<file path="src/rtl/e1_sa_pkg.sv">
package e1_sa_pkg;
  localparam int unsigned POS_W_DEF    = 8;
  localparam int unsigned SA_FIRST_DEF = 3;
  localparam int unsigned SA_COUNT_DEF = 5;
  localparam int unsigned CTRL_W_DEF   = 8;
  localparam int unsigned SEL_LSB_DEF  = 3;
endpackage

</file>
<file path="src/rtl/e1_sa_pos_decode.sv">
module e1_sa_pos_decode #(
  parameter int unsigned POS_W    = 8,
  parameter int unsigned SA_FIRST = 3,
  parameter int unsigned SA_COUNT = 5
) (
  input  logic [POS_W-1:0]    bit_pos,
  output logic [SA_COUNT-1:0] hit
);
  // one comparator per spare position
  for (genvar k = 0; k < SA_COUNT; k++) begin : g_pos
    localparam logic [POS_W-1:0] POS_K = POS_W'(SA_FIRST + k);
    assign hit[k] = (bit_pos == POS_K);
  end
endmodule

</file>
<file path="src/rtl/e1_sa_gate.sv">
module e1_sa_gate #(
  parameter int unsigned SA_COUNT = 5
) (
  input  logic [SA_COUNT-1:0] hit,
  input  logic [SA_COUNT-1:0] sel,
  input  logic                nfas_frame,
  input  logic                in_sync,
  output logic                pulse
);
  logic frame_ok;

  always_comb begin
    frame_ok = nfas_frame & in_sync;
    pulse    = frame_ok & (|(hit & sel));
  end
endmodule

</file>
<file path="src/rtl/e1_spare_strobe.sv">
module e1_spare_strobe
  import e1_sa_pkg::*;
#(
  parameter int unsigned POS_W    = POS_W_DEF,
  parameter int unsigned SA_FIRST = SA_FIRST_DEF,
  parameter int unsigned SA_COUNT = SA_COUNT_DEF,
  parameter int unsigned CTRL_W   = CTRL_W_DEF,
  parameter int unsigned SEL_LSB  = SEL_LSB_DEF
) (
  input  logic              clk,
  input  logic              rst_n,
  input  logic              bit_en,
  input  logic [POS_W-1:0]  bit_pos,
  input  logic              nfas_frame,
  input  logic              in_sync,
  input  logic [CTRL_W-1:0] sa_sel,
  output logic              strobe
);
  localparam int unsigned SA_LAST = SA_FIRST + SA_COUNT - 1;

  // reset: asynchronous assert, synchronous release
  logic rst_meta_q, rst_sync_n;
  always_ff @(posedge clk or negedge rst_n) begin
    if (!rst_n) begin
      rst_meta_q <= 1'b0;
      rst_sync_n <= 1'b0;
    end else begin
      rst_meta_q <= 1'b1;
      rst_sync_n <= rst_meta_q;
    end
  end

  logic [SA_COUNT-1:0] sel;
  logic [SA_COUNT-1:0] hit;
  logic                pulse;
  logic                unused_ctrl;

  assign sel         = sa_sel[SEL_LSB +: SA_COUNT];
  assign unused_ctrl = ^sa_sel[SEL_LSB-1:0];

  e1_sa_pos_decode #(
    .POS_W   (POS_W),
    .SA_FIRST(SA_FIRST),
    .SA_COUNT(SA_COUNT)
  ) u_decode (
    .bit_pos(bit_pos),
    .hit    (hit)
  );

  e1_sa_gate #(
    .SA_COUNT(SA_COUNT)
  ) u_gate (
    .hit       (hit),
    .sel       (sel),
    .nfas_frame(nfas_frame),
    .in_sync   (in_sync),
    .pulse     (pulse)
  );

  // next state: update only on bit enable
  logic strobe_d, strobe_q;
  always_comb begin
    strobe_d = strobe_q;
    if (bit_en) strobe_d = pulse;
  end

  always_ff @(posedge clk or negedge rst_sync_n) begin
    if (!rst_sync_n) strobe_q <= 1'b0;
    else             strobe_q <= strobe_d;
  end

  assign strobe = strobe_q;

  // checks on the output register
  assert_fas_blank_R4: assert property (@(posedge clk) disable iff (!rst_sync_n)
    (bit_en && !nfas_frame) |=> !strobe);

  assert_sync_blank_R5: assert property (@(posedge clk) disable iff (!rst_sync_n)
    (bit_en && !in_sync) |=> !strobe);

  assert_window_R6: assert property (@(posedge clk) disable iff (!rst_sync_n)
    (bit_en && ((bit_pos < POS_W'(SA_FIRST)) || (bit_pos > POS_W'(SA_LAST)))) |=> !strobe);

  assert_hold_R7: assert property (@(posedge clk) disable iff (!rst_sync_n)
    !bit_en |=> $stable(strobe));

  assert_rise_src_R2: assert property (@(posedge clk) disable iff (!rst_sync_n)
    $rose(strobe) |-> $past(bit_en && nfas_frame && in_sync));
endmodule

</file>
<file path="config.mk">
export PLATFORM = sky130hd
export DESIGN_NAME = e1_spare_strobe
export DESIGN_NICKNAME = d
export VERILOG_FILES = /design/src/rtl/e1_sa_pkg.sv /design/src/rtl/e1_sa_pos_decode.sv /design/src/rtl/e1_sa_gate.sv /design/src/rtl/e1_spare_strobe.sv
export SDC_FILE = /design/constraint.sdc
export NUM_CORES = 1
export LEC_CHECK = 0
export BUFFER_PORTS_ARGS = -buffer_cell sky130_fd_sc_hd__clkbuf_2
export CAP_MARGIN = 0
export CORE_AREA = 2 2 39 41
export CTS_CLUSTER_SIZE = 12
export DETAILED_ROUTE_END_ITERATION = 8
export DIE_AREA = 0 0 41 43
export REMOVE_ABC_BUFFERS = 1
export SLEW_MARGIN = 20
export SYNTH_ARGS = -nofsm -noshare
export SYNTH_HDL_FRONTEND = slang
export SYNTH_SLANG_ARGS = --single-unit
export TNS_END_PERCENT = 30
</file>
<file path="constraint.sdc">
create_clock -name clk -period 0.8 [get_ports clk]
set_input_delay 0.08 -clock clk [delete_from_list [all_inputs] [get_ports clk]]
set_output_delay 0.08 -clock clk [all_outputs]
set_load 0.05 [all_outputs]
</file>
# Word-level counts from Yosys, hierarchy flattened
# Cells that the tools add are included.
classes:
  bitwise: 3
  n_reduce_logical: 1
  eq_ne: 5
ops:
  columns: ["operator", "n"]
  rows:
  - ["$eq 8x3->1 const B", 4]
  - ["$eq 8x2->1 const B", 1]
  - ["$and 5x5->5", 1]
  - ["$reduce_or 5->1", 1]
  - ["$and 1x1->1", 2]
totals:
  elab_cells: 12
  inputBits: 21
  out_inout_bits: 1
  regBits: 3

# Logic depth before layout (Yosys ltp)
# Gate-level depths: netlist of run 1.
logic_depth:
  ltp_word: 4
  ltp_mapped: 3

# Hierarchy
# From an unflattened synthesis of run 1, not the netlist that was laid out.
hier_totals:
  hier_cells: 18
  area_unflattened_um2: 183.9
modules_own_cells:
  columns: ["mod", "cells_each", "instances", "area_per_inst_um2", "seq_area_each_um2"]
  rows:
  - ["e1_spare_strobe", 5, 1, 93.8, 75.1]
  - ["e1_sa_pos_decode", 9, 1, 63.8, 0.0]
  - ["e1_sa_gate", 4, 1, 26.3, 0.0]

# Least setup slack after synthesis of run 1
# OpenSTA, ideal clock, no wires.
synth_timing:
  path_kind: "reg2reg"
  start: "reg strobe (netlist name)"
  end: "reg strobe_q, in the netlist strobe"
  slack_ns: -0.090
  t_required_ns: 0.673
  setup_time_ns: 0.127
  path_buffers: 0
  stages_incl_launch_ff: 3
  arrival_time_ns: 0.764
  synth_period_minus_slack_ns: 0.890
  path_cell_list: "dfrtp_1 -> nand2b_1 -> o41ai_2"
synth_rtl:
  columns: ["item", "line", "text"]
  rows:
  - ["end signal, assigned", "e1_spare_strobe.sv:69", "else strobe_q <= strobe_d;"]
  - ["end, declared", "e1_spare_strobe.sv:61", "logic strobe_d, strobe_q;"]

# Worst setup path in the final report of run 1
layout_timing:
  start: "reg strobe_q, in the netlist strobe"
  end: "out strobe"
layout_rtl:
  columns: ["item", "line", "text"]
  rows:
  - ["end, declared", "e1_spare_strobe.sv:17", "output logic strobe"]
# No word-level cell between the ends.

==> results of run 1 <==
[cell usage after synthesis, drive strengths merged]
library cell,instances,area (um2)
dfrtp,3,75.1
a21o,1,7.51
a22oi,1,7.51
and4b,1,10.0
conb,1,3.75
mux2,1,11.3
nand2b,1,6.26
nand4,1,6.26
nor2,1,3.75
nor3b,1,7.51
nor4b,1,15.0
o41ai,1,16.3
[cell usage in the layout (no fill, tap or decap)]
cell / count
sky130_fd_sc_hd__a21o_1: 1
sky130_fd_sc_hd__dfrtp_1: 3
sky130_fd_sc_hd__clkbuf_1: 1
sky130_fd_sc_hd__buf_4: 1
sky130_fd_sc_hd__nor3b_1: 1
sky130_fd_sc_hd__nor4b_2: 1
sky130_fd_sc_hd__conb_1: 1
sky130_fd_sc_hd__and4b_1: 1
sky130_fd_sc_hd__mux2_2: 1
sky130_fd_sc_hd__nand2b_1: 1
sky130_fd_sc_hd__a22oi_1: 1
sky130_fd_sc_hd__buf_8: 1
sky130_fd_sc_hd__nand4_1: 1
sky130_fd_sc_hd__clkbuf_4: 3
sky130_fd_sc_hd__clkbuf_2: 17
sky130_fd_sc_hd__dlygate4sd3_1: 1
sky130_fd_sc_hd__nor2_1: 1
sky130_fd_sc_hd__o41ai_2: 1
[per-layer routing]
layer  up-vias  global-route usage, %  routed length, um
li1        102                      -                  -
met1        82                   9.71                264
met2        21                   7.19                192
met3         0                   2.62                127
met4         0                   6.00                  0
met5         -                      0                  0
[flip-flops by register name, summed over array words and instances, names as in the netlist]
signal      count
strobe          1
rst_meta_q      1
rst_sync_n      1
[logic make-up (layout without fill, tap and decap cells)]
| logic type | Yosys count | after routing | share of synthesized area [%] |
|---|---|---|---|
| and+or+nand+nor | 6 | 6 | 28.7 |
| DFF | 3 | 3 | 44.1 |
| buffers and inverters | 0 | 24 | 0 |
| other | 1 | 1 | 2.20 |
| AOI/OAI and AO/OA | 3 | 3 | 18.4 |
| muxes | 1 | 1 | 6.62 |
[report_power, final]
group | leakage, nW | switching [mW] | total, mW | internal (mW)
combinational | 0.124 | 0.0294 | 0.0794 | 0.0500
clock | 0.0150 | 0.0796 | 0.267 | 0.187
sequential | 0.0373 | 0.00188 | 0.160 | 0.158
[timing repair]
action | 4_1_cts | 5_1_grt
cloned | 0 | 0
endpoints found under the hold margin | 2 | 0
setup endpoints to repair | 1 | 1
gates resized for setup | 2 | 1
hold buffers | 1 | 0
[area by class of cell]
cell class / instances / area (um2) / share of cell area [%]
clock buffer: 4 / 26.3 / 7.87
multi-input combinational: 11 / 95.1 / 28.5
sequential: 3 / 75.1 / 22.5
tap: 16 / 20.0 / 5.99
timing repair buffer: 20 / 118 / 35.2
[stage by stage]
step	std cells	setup TNS, ns	instance area, um2	worst slack [ns]	hold slack (ns)
6_report	54	-0.0709	334	-0.0709	0.00837
5_1_grt	54	-0.0963	334	-0.0963	0.0198
4_1_cts	54	-0.0960	333	-0.0960	0.0139
3_5_place_dp	49	-0.216	288	-0.216	-0.128
3_3_place_gp	49	-0.177	288	-0.177	-0.129
2_1_floorplan	14	-0.0905	170	-0.0905	-0.216
[final timing paths]
check                           start          to  slack, ns  depth (start not counted)
setup / recovery               strobe      strobe      -0.07                          1
hold / removal             rst_sync_n      strobe      0.008                          0
setup reg to reg               strobe      strobe       0.12                          2
min in group clk              in_sync      strobe       0.13                          3
max in group asynchronous       rst_n  rst_meta_q       0.51                          2
hold reg to reg            rst_sync_n      strobe      0.008                          0
==> impl_summary.md, run 1 <==
Run status
The flow ran to the end, but the final reports show violations. The final reports fail on setup timing.

Clocking
The TritonCTS clock tree is yes. The total number of H-tree levels is 1. The clock tree buffer depth is 2. Clock tree synthesis selected as its root buffer the cell sky130_fd_sc_hd__clkbuf_4. The number of buffers inserted during clock tree synthesis is 3. After clock tree synthesis, the setup repair step added 0 buffers.

The clock-pin slew on the worst setup and hold paths is 0.04 ns. The insertion delay to the later sink of the worst-skew pair is about 0.23 ns. The number of clock sinks is 3.

Place
The HPWL reported at the end of detailed placement is 522 um. The congestion estimate from routability-driven global placement came to a little under 0.7. The count of input and output buffers is 18.

Die
The core region is between 1000 and 1500 um2. The I/O pin count is 22. The number of rows created at floorplan is 14.

In this run the vertical extent of the chip is 43 um. The width of the chip is 41 um. Once the floorplan was initialized, standard cells occupied around 12% of the core. The area enclosed by the die boundary is between 1500 and 2000 um2.

Power
The analysis attributes to cell leakage a power of around 0.18 nW. In this run the power density over the cells is around 1500 nW/um2. After layout, the design draws a total of about 500 uW. The maximum vdd ir drop is 0.470 mV.

GRT
Entering global routing, the biggest net connects 4 pins. The first global-routing pass estimated about 730 um of wire. The number of antenna violations at the first check in global routing is 0. The via count of the first global-routing pass came to between 150 and 200. The total track usage is between 6 and 7%. The aggregate global routing overflow is 0.

Setup path
The number of buffers and inverters on the critical path is 1. The critical path goes through buf_8. The worst-path maximum fanout is 2.

STA classifies the critical path startpoint as a register. The endpoint class of the critical path is an output port. At the worst endpoint, the required time is 0.72 ns. The worst setup path is of the reg2out kind. On the critical path the largest part of the delay comes from flip-flops.

The largest individual stage delay along the critical path comes from the cell sky130_fd_sc_hd__dfrtp_1. The delay contributed by the slowest stage of the critical path is around 0.40 ns. The data arrival time of the worst path is around 0.8 ns.

Drt
The number of nets with antenna violations after routing is 0. In the final routed layout, each cell accounts on average for ~11 um. Summed over all layers, the routed wires come to ~580 um.

The detail-routed via count per cell is around 3.8. The number of remaining DRC errors is 0. The DRC violation total after the first TritonRoute iteration is 3. The overall via count from detail_route is just over 200. The count of TritonRoute iterations in the first routing pass is 4.

STA
The number of max-slew violations in the final report is 0. The minimum clock period is 0.871 ns. Setup repair after global routing could not meet its margin everywhere. In the post-route analysis, the smallest setup slack over all paths is -0.0709 ns.

The final critical path takes up 109% of the cycle. The number of hold violations in the final report is 0. Clock skew on the completed layout was measured at 0.00571 ns. Setup violations remaining at the end of the flow were counted as 1. Timing would allow up to 1150 MHz.

Cells and area
The utilization after layout is 24.1%. The synthesis-to-finish area growth is 96.3%. Of the cells placed in the final design, the portion with a size suffix greater than 1 is about two thirds. The count of inserted antenna diode cells is 0.

The final layout contains 60 nets. The layout has between 150 and 200 filler cells.

Worst hold path
The worst hold path class is reg2async.

Synthesis
Synthesis handed over a netlist of 14 instances. The part of the Yosys area used for sequential elements is roughly 44%. The post-synthesis register bit count is 3. The synthesized cell area is approximately 170 um2.

The number of warnings printed during yosys synthesis is 0. The number of different library cells used by synthesis comes to 12. The mean instance size in the synthesized netlist is around 12 um2.

Flow run
The number of max-cap violations is 0.
(Power assumes the default switching activity.)
==> run 2: changes to the inputs <==
RECOVER_POWER = 50   (was default)
==> impl_summary.md, run 2 (synthesis results as in run 1) <==
Clocking
CTS saw 3 sinks. The clock tree buffer depth is 2. The total number of H-tree levels is 1. After clock tree synthesis, the clock-pin slew on the worst setup and hold paths is 0.04 ns. TritonCTS built the clock tree. The number of buffers inserted to repair setup after CTS is 0.

The root buffer selected by CTS is sky130_fd_sc_hd__clkbuf_4. The number of buffers inserted during clock tree synthesis is 3. For the worst-skew pair, the clock arrives at the later sink with an insertion delay of between 0.2 and 0.25 ns.

STA
Subtracting the final worst setup slack from the clock period gives 0.874 ns. Setup repair after global routing could not meet its margin everywhere. Setup slack on the critical path of the routed design comes to -0.0741 ns.

The number of max-slew violations in the final report is 0. The number of hold violations in the final report is 0. In the finished design, the share of the clock period the worst path needs comes to 109%. For this run, the top clock speed supported by timing is between 1000 and 1500 MHz. Setup violations remaining at the end of the flow were counted as 1.

On the final layout, the worst clock skew is 0.00577 ns. Hold is met by about 0.0084 ns.

Setup path
The delay contributed by the slowest stage of the critical path is 0.40 ns. Walking the worst path, the cells encountered are buf_8. The worst register-to-register path has a setup slack of roughly 0.11 ns. The category of the worst setup path launch point is a register. The number of buffers and inverters on the critical path is 1. For the worst setup path, the data required time is 0.72 ns. STA classifies the critical path endpoint as an output port. The largest delay contributor family on the critical path is flip-flops.

The worst-path cell with the longest stage delay is sky130_fd_sc_hd__dfrtp_1. The worst setup path is of the reg2out kind. The data arrival time of the worst path is between 0.7 and 0.8 ns.

The worst-path maximum fanout is 2.

GRT
The maximum number of pins on one net before global-route repair is 4. The number of antenna violations at the first check in global routing is 0. The via count of the first global-routing pass was ~180. After global routing the overflow that remains totals 0.

The first global-routing pass estimated 731 um of wire. In the global route stage, overall resource usage came out at 6.74%.

Drt
Dividing the detail-routed via count by the number of cells gives approximately 3.8. The count of nets left with antenna violations once routing finished came out at 0. After detailed routing, the average wire length per cell comes to ~11 um.

The DRC violation total after the first TritonRoute iteration is 3. Before antenna repair, the detailed router went through 4 iterations. After detailed routing, the total wire length is 585 um. In the routed design, unresolved DRC markers number 0. Summing over every cut layer, the via total after detailed routing is slightly above 200.

Run status
The final reports fail on setup timing. The run finished, with violations left.

Cells and area
The synthesis-to-finish area growth is 95.6%. In the layout the commonest cells are sky130_fd_sc_hd__clkbuf_2, sky130_fd_sc_hd__clkbuf_4, sky130_fd_sc_hd__dfrtp_1. The number of nets in the layout is 60. The post-route netlist has a little over three fifths of its cells at a drive strength greater than 1. The count of inserted antenna diode cells is 0. Cells fill 24.1% of the core in the end. The leading cell type in the layout, fill and taps excluded is sky130_fd_sc_hd__clkbuf_2.

Power
The maximum vdd ir drop is around 0.47 mV. The leakage power is between 0.15 and 0.2 nW. The part of the power in combinational logic is between 10% and 20%. Sequential cells burn a little under a third of the power. The internal power of the cells totals between 300 and 400 uW. For this design the ratio of total power to cell area is about 1500 nW/um2. The clock share of power is 52.8%.

The analysis attributes to net switching a power of 111 uW. The switching power share of the total is a little over a fifth.

Die
The number of rows created at floorplan is 14. The initial standard-cell utilization of the core is about an eighth. The die is roughly 43 um tall.

The area inside the core boundary is between 1000 and 1500 um2. The I/O pin count is 22. The floorplan step set the die width to ~41 um.

The die covers 1760 um2.

Flow run
The tool flagged a number of max-cap violations equal to 0.

Place
The HPWL reported at the end of detailed placement is ~520 um. At the end of routability-driven placement, the weighted congestion stood at just under 0.7. The count of input and output buffers is 18.

Worst hold path
In this run the worst hold path is classified as reg2async.
-- run 2: changes by cell type in the layout (fill, tap and decap cells not counted) --
cell                       delta
sky130_fd_sc_hd__clkbuf_2     -1
sky130_fd_sc_hd__clkbuf_1     +1
-- run 2: layout make-up --
cell class	count	area, um2
fillers	155	1050
clock buffers	4	26.3
well taps	16	20.0
multi-input cells	11	95.1
flip-flops and latches	3	75.1
repair buffers	20	116
-- run 2: power by group through the flow --
stage                     clock, mW  combinational [mW]  sequential (mW)
after floorplan                   0              0.0200            0.162
after global placement            0              0.0748            0.161
after detailed placement          0              0.0752            0.162
after CTS                     0.283              0.0806            0.160
after global routing          0.298              0.0858            0.160
final                         0.267              0.0786            0.160
-- run 2: timing repair --
item / in CTS / in global routing
endpoints found under the setup margin: 1 / 1
hold endpoints to repair: 2 / 0
resized for setup: 2 / 1
hold buffers: 1 / 0
-- run 2: worst paths after layout --
kind                              end  cells past startpoint       start
hold / removal                 strobe                      0  rst_sync_n
setup reg to reg               strobe                      2      strobe
hold reg to reg                strobe                      0  rst_sync_n
max in group asynchronous  rst_meta_q                      2       rst_n
min in group clk               strobe                      3     in_sync
setup / recovery               strobe                      1      strobe
-- run 2: through the flow --
stage / instances / area [um2] / power [mW] / setup slack [ns] / TNS, ns
after detailed placement: 49 / 288 / 0.237 / -0.216 / -0.216
after global routing: 54 / 333 / 0.544 / -0.0963 / -0.0963
after global placement: 49 / 288 / 0.236 / -0.177 / -0.177
after CTS: 54 / 333 / 0.523 / -0.0960 / -0.0960
final: 54 / 333 / 0.505 / -0.0741 / -0.0741
after floorplan: 14 / 170 / 0.182 / -0.0905 / -0.0905
-- run 2: metal layers --
layer / wire (um) / GRT usage [%] / vias to the layer above
met3: 127 / 2.62 / 0
met1: 265 / 9.71 / 84
met2: 192 / 7.19 / 21
li1: - / - / 102
met5: 0 / 0 / -
met4: 0 / 6.00 / 0
